--- src/rtl/swc_pkg.sv ---
package swc_pkg;

    localparam int N_BTN      = 3;
    localparam int BTN_MODE   = 0;
    localparam int BTN_ACTION = 1;
    localparam int BTN_STOPGO = 2;

    localparam int N_STATE = 8;

    typedef enum logic [N_STATE-1:0] {
        S_UP_WAIT  = 8'b0000_0001,
        S_UP_READY = 8'b0000_0010,
        S_UP_RUN   = 8'b0000_0100,
        S_UP_PAUSE = 8'b0000_1000,
        S_DN_WAIT  = 8'b0001_0000,
        S_DN_READY = 8'b0010_0000,
        S_DN_RUN   = 8'b0100_0000,
        S_DN_PAUSE = 8'b1000_0000
    } swc_state_t;

endpackage

--- src/rtl/swc_press_arb.sv ---
module swc_press_arb #(
    parameter int N_REQ = 3
) (
    input  logic [N_REQ-1:0] req,
    output logic [N_REQ-1:0] grant
);

    genvar gi;
    generate
        for (gi = 0; gi < N_REQ; gi++) begin : g_lane
            if (gi == 0) begin : g_top
                assign grant[gi] = req[gi];
            end else begin : g_low
                assign grant[gi] = req[gi] & ~(|req[gi-1:0]);
            end
        end
    endgenerate

endmodule

--- src/rtl/swc_fsm.sv ---
module swc_fsm
    import swc_pkg::*;
(
    input  logic             clk,
    input  logic             rst_n,
    input  logic [N_BTN-1:0] grant,
    input  logic             zero_seen,
    output swc_state_t       state_q
);

    swc_state_t state_d;

    logic go_mode;
    logic go_action;
    logic go_stopgo;

    assign go_mode   = grant[BTN_MODE];
    assign go_action = grant[BTN_ACTION];
    assign go_stopgo = grant[BTN_STOPGO];

    always_comb begin
        state_d = state_q;
        unique case (state_q)
            S_UP_WAIT: begin
                if (go_mode)        state_d = S_DN_WAIT;
                else if (go_action) state_d = S_UP_READY;
            end
            S_UP_READY: begin
                if (go_mode)        state_d = S_UP_WAIT;
                else if (go_stopgo) state_d = S_UP_RUN;
            end
            S_UP_RUN: begin
                if (go_mode)        state_d = S_UP_WAIT;
                else if (go_action) state_d = S_UP_READY;
                else if (go_stopgo) state_d = S_UP_PAUSE;
            end
            S_UP_PAUSE: begin
                if (go_mode)        state_d = S_UP_WAIT;
                else if (go_action) state_d = S_UP_READY;
                else if (go_stopgo) state_d = S_UP_RUN;
            end
            S_DN_WAIT: begin
                if (go_mode)        state_d = S_UP_WAIT;
                else if (go_action) state_d = S_DN_READY;
            end
            S_DN_READY: begin
                if (go_mode)        state_d = S_DN_WAIT;
                else if (go_stopgo) state_d = S_DN_RUN;
            end
            S_DN_RUN: begin
                if (go_mode)        state_d = S_DN_WAIT;
                else if (go_action) state_d = S_DN_READY;
                else if (go_stopgo) state_d = S_DN_PAUSE;
                else if (zero_seen) state_d = S_DN_PAUSE;
            end
            S_DN_PAUSE: begin
                if (go_mode)        state_d = S_DN_WAIT;
                else if (go_action) state_d = S_DN_READY;
                else if (go_stopgo) state_d = S_DN_RUN;
            end
            default: state_d = S_UP_WAIT;
        endcase
    end

    always_ff @(posedge clk or negedge rst_n) begin
        if (!rst_n) state_q <= S_UP_WAIT;
        else        state_q <= state_d;
    end

endmodule

--- src/rtl/swc_out_dec.sv ---
module swc_out_dec
    import swc_pkg::*;
(
    input  logic             clk,
    input  logic             rst_n,
    input  swc_state_t       state_q,
    input  logic [N_BTN-1:0] grant,
    output logic             led_up,
    output logic             led_down,
    output logic             led_chosen,
    output logic             led_running,
    output logic             led_halted,
    output logic             tmr_clear,
    output logic             tmr_run,
    output logic             tmr_inc,
    output logic             tmr_down
);

    logic in_wait;
    logic in_run;
    logic in_pause;
    logic in_dn;
    logic rearm_hit;
    logic bump_hit;
    logic clr_pulse_q;
    logic inc_pulse_q;

    always_comb begin
        in_wait  = (state_q == S_UP_WAIT)  || (state_q == S_DN_WAIT);
        in_run   = (state_q == S_UP_RUN)   || (state_q == S_DN_RUN);
        in_pause = (state_q == S_UP_PAUSE) || (state_q == S_DN_PAUSE);
        in_dn    = (state_q == S_DN_WAIT)  || (state_q == S_DN_READY) ||
                   (state_q == S_DN_RUN)   || (state_q == S_DN_PAUSE);
    end

    always_comb begin
        rearm_hit = grant[BTN_ACTION] && (in_run || in_pause);
        bump_hit  = grant[BTN_ACTION] && (state_q == S_DN_READY);
    end

    always_ff @(posedge clk or negedge rst_n) begin
        if (!rst_n) begin
            clr_pulse_q <= 1'b0;
            inc_pulse_q <= 1'b0;
        end else begin
            clr_pulse_q <= rearm_hit;
            inc_pulse_q <= bump_hit;
        end
    end

    always_comb begin
        led_up      = !in_dn;
        led_down    = in_dn;
        led_chosen  = !in_wait;
        led_running = in_run;
        led_halted  = in_pause;
        tmr_clear   = in_wait || clr_pulse_q;
        tmr_run     = in_run;
        tmr_inc     = inc_pulse_q;
        tmr_down    = in_dn;
    end

endmodule

--- src/rtl/stopwatch_ctrl.sv ---
module stopwatch_ctrl
    import swc_pkg::*;
(
    input  logic clk,
    input  logic rst_n,
    input  logic press_mode,
    input  logic press_action,
    input  logic press_stopgo,
    input  logic tmr_zero,
    output logic led_up,
    output logic led_down,
    output logic led_chosen,
    output logic led_running,
    output logic led_halted,
    output logic tmr_clear,
    output logic tmr_run,
    output logic tmr_inc,
    output logic tmr_down
);

    logic [N_BTN-1:0] btn_req;
    logic [N_BTN-1:0] btn_grant;
    swc_state_t       state_q;

    always_comb begin
        btn_req             = '0;
        btn_req[BTN_MODE]   = press_mode;
        btn_req[BTN_ACTION] = press_action;
        btn_req[BTN_STOPGO] = press_stopgo;
    end

    swc_press_arb #(.N_REQ(N_BTN)) u_arb (
        .req   (btn_req),
        .grant (btn_grant)
    );

    swc_fsm u_fsm (
        .clk       (clk),
        .rst_n     (rst_n),
        .grant     (btn_grant),
        .zero_seen (tmr_zero),
        .state_q   (state_q)
    );

    swc_out_dec u_dec (
        .clk         (clk),
        .rst_n       (rst_n),
        .state_q     (state_q),
        .grant       (btn_grant),
        .led_up      (led_up),
        .led_down    (led_down),
        .led_chosen  (led_chosen),
        .led_running (led_running),
        .led_halted  (led_halted),
        .tmr_clear   (tmr_clear),
        .tmr_run     (tmr_run),
        .tmr_inc     (tmr_inc),
        .tmr_down    (tmr_down)
    );

endmodule

--- config.mk ---
export PLATFORM = sky130hd
export DESIGN_NAME = stopwatch_ctrl
export DESIGN_NICKNAME = d
export VERILOG_FILES = /design/src/rtl/swc_pkg.sv /design/src/rtl/swc_press_arb.sv /design/src/rtl/swc_fsm.sv /design/src/rtl/swc_out_dec.sv /design/src/rtl/stopwatch_ctrl.sv
export SDC_FILE = /design/constraint.sdc
export NUM_CORES = 1
export LEC_CHECK = 0
export ABC_AREA = 1
export CAP_MARGIN = 0
export CORE_AREA = 4 4 46 48
export CTS_CLUSTER_SIZE = 16
export DETAILED_ROUTE_END_ITERATION = 12
export DIE_AREA = 0 0 50 52
export PLACE_DENSITY = 0.7
export RECOVER_POWER = 50
export SYNTH_ARGS = -nofsm -noshare
export SYNTH_HDL_FRONTEND = slang
export SYNTH_SLANG_ARGS = --single-unit
--- constraint.sdc ---
create_clock -name clk -period 1.6 [get_ports clk]
set_input_delay 0.24 -clock clk [delete_from_list [all_inputs] [get_ports clk]]
set_output_delay 0.24 -clock clk [all_outputs]
set_load 0.02 [all_outputs]
# Word-level counts from Yosys, hierarchy flattened

Index checks and enable logic that the tools add are counted.

Bits in registers: 10
Bits in latches: 0
RAM bits: 0
Memory bits (read-only): 0
Input bits: 6
Output and inout bits: 9
Word-level logic and storage cells: 53
Memories kept: 0

Add/sub/neg operators: 0
Multiply operators: 0
Div/mod/pow operators: 0
Order comparisons: 0
Equal/unequal tests: 12
Shifts and indexed selects: 0
Muxes and demuxes: 20
Bitwise operators: 4
Reduce and logical (&&, ||, !) cells: 14

Operators by type and width:

| operator                                             | number |
|---|---|
| 2-to-1 mux 8 bit                                     | 19 |
| one-hot mux 8 bit (8 select lines)                   | 1 |
| equality test 8 x 1 -> 1 bit (second input constant) | 1 |
| equality test 8 x 2 -> 1 bit (second input constant) | 1 |
| equality test 8 x 3 -> 1 bit (second input constant) | 1 |
| equality test 8 x 4 -> 1 bit (second input constant) | 1 |
| equality test 8 x 5 -> 1 bit (second input constant) | 1 |
| equality test 8 x 6 -> 1 bit (second input constant) | 1 |
| equality test 8 x 7 -> 1 bit (second input constant) | 1 |
| equality test 8 bit (second input constant)          | 1 |
| logical OR 1 bit                                     | 8 |
| inequality test 3 bit (second input constant)        | 2 |
| inequality test 5 bit (second input constant)        | 1 |
| inequality test 4 bit (second input constant)        | 1 |
| AND reduction 4 bit                                  | 1 |
| bitwise AND 1 bit                                    | 2 |
| logical AND 1 bit                                    | 2 |
| logical NOT 1 bit                                    | 2 |
| inverter 1 bit                                       | 2 |
| OR reduction 2 bit                                   | 1 |

# Longest topological paths before layout

Gate-level depths: netlist of the first run.

Depth in word-level cells: 7
Mapped depth: 10
Depth with buffers taken out: 10

# Hierarchy

From an unflattened synthesis of the first run, not the netlist that was laid out.

Cell total of the unflattened synthesis: 177
Area, all modules: 1079.8 µm²

Modules (own cells, without submodules):

| module        | instances | cells an instance | area an instance (µm²) | seq. area each (µm²) |
|---|---|---|---|---|
| swc_fsm       | 1         | 121               | 748.2                  | 201.4 |
| swc_out_dec   | 1         | 50                | 302.8                  | 50.0 |
| swc_press_arb | 1         | 6                 | 28.8                   | 0.0 |

# Worst setup path before layout of the first run

OpenSTA, ideal clock, no wires.

Path type: reg-to-output
Start point: register u_fsm.state_q[0]
End point: output port tmr_down
Arrival time: 1551 ps
Data required time: 1360 ps
Slack: -191 ps
Cell stages (with the launch flop): 9
Buffers on the path: 1
Cells stage by stage: dfstp_2 > nor2_4 > nand2_4 > nor2_4 > nor2_2 > nand2_1 > nor2_2 > inv_1 > buf_4

Longest elaborated chain between the ends: 4
Elaborated cells between the ends (all ways): 7
Classes of those cells: 4 x eq/ne; 3 x reduce/logical

RTL lines:

| item                                                                         | RTL line             | source |
|---|---|---|
| start: declaration                                                           | swc_fsm.sv:8         | `output swc_state_t state_q` |
| start signal: assignment                                                     | swc_fsm.sv:67        | `else state_q <= state_d;` |
| equality test 8 x 5 -> 1 bit or equality test 8 x 6 -> 1 bit (tied branches) | swc_out_dec.sv:32    | `in_dn = (state_q == S_DN_WAIT) \|\| (state_q == S_DN_READY) \|\|` |
| logical OR 1 bit (2 in a row)                                                | swc_out_dec.sv:32    |  |
| logical OR 1 bit *                                                           | swc_out_dec.sv:33    | `(state_q == S_DN_RUN) \|\| (state_q == S_DN_PAUSE);` |
| end: declaration                                                             | stopwatch_ctrl.sv:18 | `output logic tmr_down` |

Mark *: on every way between the ends. The rest lies on a longest branch, timed or not.

# Worst setup path after layout of the first run

Start point: register u_fsm.state_q[0]
End point: output port led_down

Longest elaborated chain between the ends: 4
Elaborated cells between the ends (all ways): 7
Classes of those cells: 4 x eq/ne; 3 x reduce/logical

RTL lines:

| item                                                                         | RTL line             | source |
|---|---|---|
| equality test 8 x 5 -> 1 bit or equality test 8 x 6 -> 1 bit (tied branches) | swc_out_dec.sv:32    |  |
| logical OR 1 bit (2 in a row)                                                | swc_out_dec.sv:32    |  |
| logical OR 1 bit *                                                           | swc_out_dec.sv:33    |  |
| end: declaration                                                             | stopwatch_ctrl.sv:11 | `output logic led_down,` |

Marked as above.

==> results of run 1 <==
path summary, 6_finish.rpt:
| check | cells past startpoint | startpoint | to |
|---|---|---|---|
| min | 1 | rst_n | u_fsm.state_q[4]$_DFFE_PN0P_ |
| max reg2reg | 10 | u_fsm.state_q[0]$_DFFE_PN1P_ | u_fsm.state_q[2]$_DFFE_PN0P_ |
| min reg2reg | 3 | u_fsm.state_q[4]$_DFFE_PN0P_ | u_fsm.state_q[4]$_DFFE_PN0P_ |
| min in group clk | 3 | u_fsm.state_q[4]$_DFFE_PN0P_ | u_fsm.state_q[4]$_DFFE_PN0P_ |
| max in group asynchronous | 1 | rst_n | u_fsm.state_q[2]$_DFFE_PN0P_ |
| max | 8 | u_fsm.state_q[0]$_DFFE_PN1P_ | led_down |
layout make-up:
cell class / count / area [um^2]
multi-input combinational: 91 / 557
timing repair buffer: 59 / 485
fill: 95 / 260
sequential: 10 / 251
inverter: 23 / 86.3
clock buffer: 4 / 36.3
tap: 25 / 31.3
cells in the final DEF, fill, tap and decap left out:
cell,synthesis,layout
a21oi_1,5,4
a21oi_2,0,1
buf_2,1,1
buf_4,2,44
buf_6,0,8
clkbuf_4,0,3
clkbuf_8,0,1
clkdlybuf4s50_1,0,5
clkinv_1,1,1
dfrtp_1,9,9
dfstp_2,1,1
dlygate4sd3_1,0,1
inv_1,19,18
inv_2,3,4
nand2_1,33,30
nand2_2,1,3
nand2_4,1,2
nand3_1,11,6
nand3_2,2,5
nand3_4,0,2
nand4_1,4,4
nor2_1,17,12
nor2_2,6,6
nor2_4,5,10
o21ai_0,3,1
o21ai_1,1,2
o21ai_2,0,1
o22ai_1,1,1
or2_4,0,1
metal layers:
layer	wire length (um)	GRT usage, %
met3	432	5.16
met2	1750	50.0
met4	213	18.0
met5	0	0
met1	1150	31.9
power breakdown:
part	internal [uW]	total, uW	switching, uW
sequential	302	346	43.9
clock	138	245	106
combinational	539	1160	620
stage by stage:
step	setup WS (ns)	TNS, ns	instance area (um^2)	cells	total power [uW]
global placement	-0.326	-2.34	1210	195	1220
CTS	-0.190	-1.23	1380	208	1640
floorplan	-0.102	-0.102	820	127	829
global route	-0.300	-2.82	1450	212	1840
detailed placement	-0.388	-2.82	1210	195	1240
finish	-0.257	-1.95	1450	212	1750
logic make-up (layout without fill, tap and decap cells):
logic type | Yosys count | in the layout
buffers and inverters | 26 | 86
AOI/OAI and AO/OA | 10 | 10
and+or+nand+nor | 81 | 81
DFF | 10 | 10
worst max-delay path, delay by kind of cell, from the launching register on:
| family | cells | cell delay (ns) |
|---|---|---|
| buf+inv | 3 | 0.31 |
| simple gates | 5 | 0.45 |
| flops | 1 | 0.57 |
sequential cells by signal, indices dropped and copies added, names as in the netlist:
name	count
u_dec.clr_pulse_q	1
u_dec.tmr_inc	1
u_fsm.state_q	8
Yosys cell counts (3+ instances only):
cell and number:
dfrtp_1 9, o21ai_0 3, nand2_1 33, inv_2 3, nand4_1 4, nor2_2 6, nor2_1 17, nand3_1 11
nor2_4 5, inv_1 19, a21oi_1 5
repair_timing:
item | in CTS | in global routing
setup endpoints to repair | 8 | 16
hold buffers | 0 | 0
setup buffers | 9 | 5
resized for setup | 61 | 11
pin swaps | 7 | 7
==> metrics.md, run 1 <==
| Metric | Value |
|---|---|
| Status | finished with violations |
| Violated checks | negative setup slack |
| Multiplexer share of the synthesized area | 0% |
| Worst Setup Path Type | flip-flop to primary output |
| First-pass GRT wire length | 5420 um |
| Largest family of logic cells by synthesized area | simple AND/OR/NAND/NOR gates |
| Pleak | 0.000760 uW |
| Share of layout cells above drive strength 1 | 49.7% |
| Die H | 52 um |
| Min Hold Slack | 0.369 ns |
| TritonCTS clock tree | yes |
| Pins Over Slew Limit | 0 |
| Yosys warns | 0 |
| Clock Path Buffers | 2 |
| Clock Skew | 0.0111 ns |
| Die ar. | 2600 um^2 |
| Max-cap violation count | 0 |
| Slowest-stage cell, CP | dfstp_2 |
| Synth top area cells | dfrtp_1 28%, nand2_1 15%, inv_1 8.8% |
| 1st-iter DRT viols | 64 |
| Gr usage total | 28.6% |
| Cts bufs inserted | 3 |
| Distinct cells, synth | 21 |
| Hold Crit Class | input port to async pin |
| CP endpoint kind | primary output |
| Largest fanout on the critical path | 5 |
| Core area | 1710 um^2 |
| Site Rows | 15 |
| Remaining antenna violation count | 0 |
| Largest stage delay, worst path | 0.57 ns |
| Period Utilization, post-route | 116% |
| NumNets Final | 194 |
| Starting density of the core | 47.7% |
| Worst skew pair latency | 0.28 ns |
| GRT overflow | 0 |
| Area leader, netlist | dfrtp_1 |
| Post-synthesis cell area | 815 um^2 |
| Number of synthesized flops with an enable pin | 0 |
| HPWL Detailed | 2040 um |
| DR WL/cell | 16.7 um |
| Adder-Cell Fraction of Synth Area | 0% |
| H-Tree Depth | 1 |
| DRT Pass-1 Iters | 4 |
| #FFs+latches synth | 10 |
| RSZ-0062 raised after global routing | true |
| Slew HR | 64.7% |
| VDD IR max | 0.000720 V |
| IO Pins | 15 |
| Clock Tree Root | clkbuf_4 |
| Gpl congestion | 0.917 |
| Final core occ | 84.8% |
| Reg-to-reg slack, setup | -0.12 ns |
| Synth top area share | 27.6% |
| Crit path DAT | 1.62 ns |
| Seq/Total Area, Yosys | 30.9% |
| CP required | 1.36 ns |
| Fmax | 538 MHz |
| Mean post-synth cell area | 6.41 um^2 |
| N_diodes | 0 |
| Number of buffers added on ports | 14 |
| Post-Syn Nets | 133 |
| Largest net degree at the start of global routing | 11 |
| Slew at the pin closest to its max-slew limit | 0.528 ns |
| Initial antenna violation count | 0 |
| Fin crit period | 1.86 ns |
| Synth Area in XOR/XNOR | 0% |
| Crit path launch type | flip-flop |
| Final wirelength | 3550 um |
| Clk slew on worst S/H paths | 0.08 ns |
| Number of global-route vias before repair | 1140 |
| Synth Area in Compound Gates | 6.30% |
| Crit path cell chain | nor2_4, nand2_4, nor2_2, inv_1, nand2_4, nor2_4, inv_2, buf_6 |
| Synth async-reset ratio | 100% |
| Width of the die | 50 um |
| Number of remaining DRC errors | 0 |
| Main synth FF type | dfrtp_1 |
| Pwr/cell area | 1210 nW/um^2 |
| Vias | 1151 |
| DR vias/cell | 5.43 |
| Sink Count | 10 |
| Area Overhead vs Synth | 77.7% |
| Final Hold Viols | 0 |
| PnR worst setup slack | -0.257 ns |
| Final setup viols | 13 |
| Synth Instances | 127 |
| Simple-gate share of the synthesized area | 49.8% |
Note: power is estimated with default switching activity, not from simulation.
==> run 2, diff against run 1 <==
--- a/config.mk
+++ b/config.mk
@@ -12,7 +12,7 @@
 export DETAILED_ROUTE_END_ITERATION = 12
 export DIE_AREA = 0 0 50 52
 export PLACE_DENSITY = 0.7
-export RECOVER_POWER = 50
+export RECOVER_POWER = 25
 export SYNTH_ARGS = -nofsm -noshare
 export SYNTH_HDL_FRONTEND = slang
 export SYNTH_SLANG_ARGS = --single-unit
==> results of run 2 <==
Final layout, timing and power as in run 1 (identical DEF).
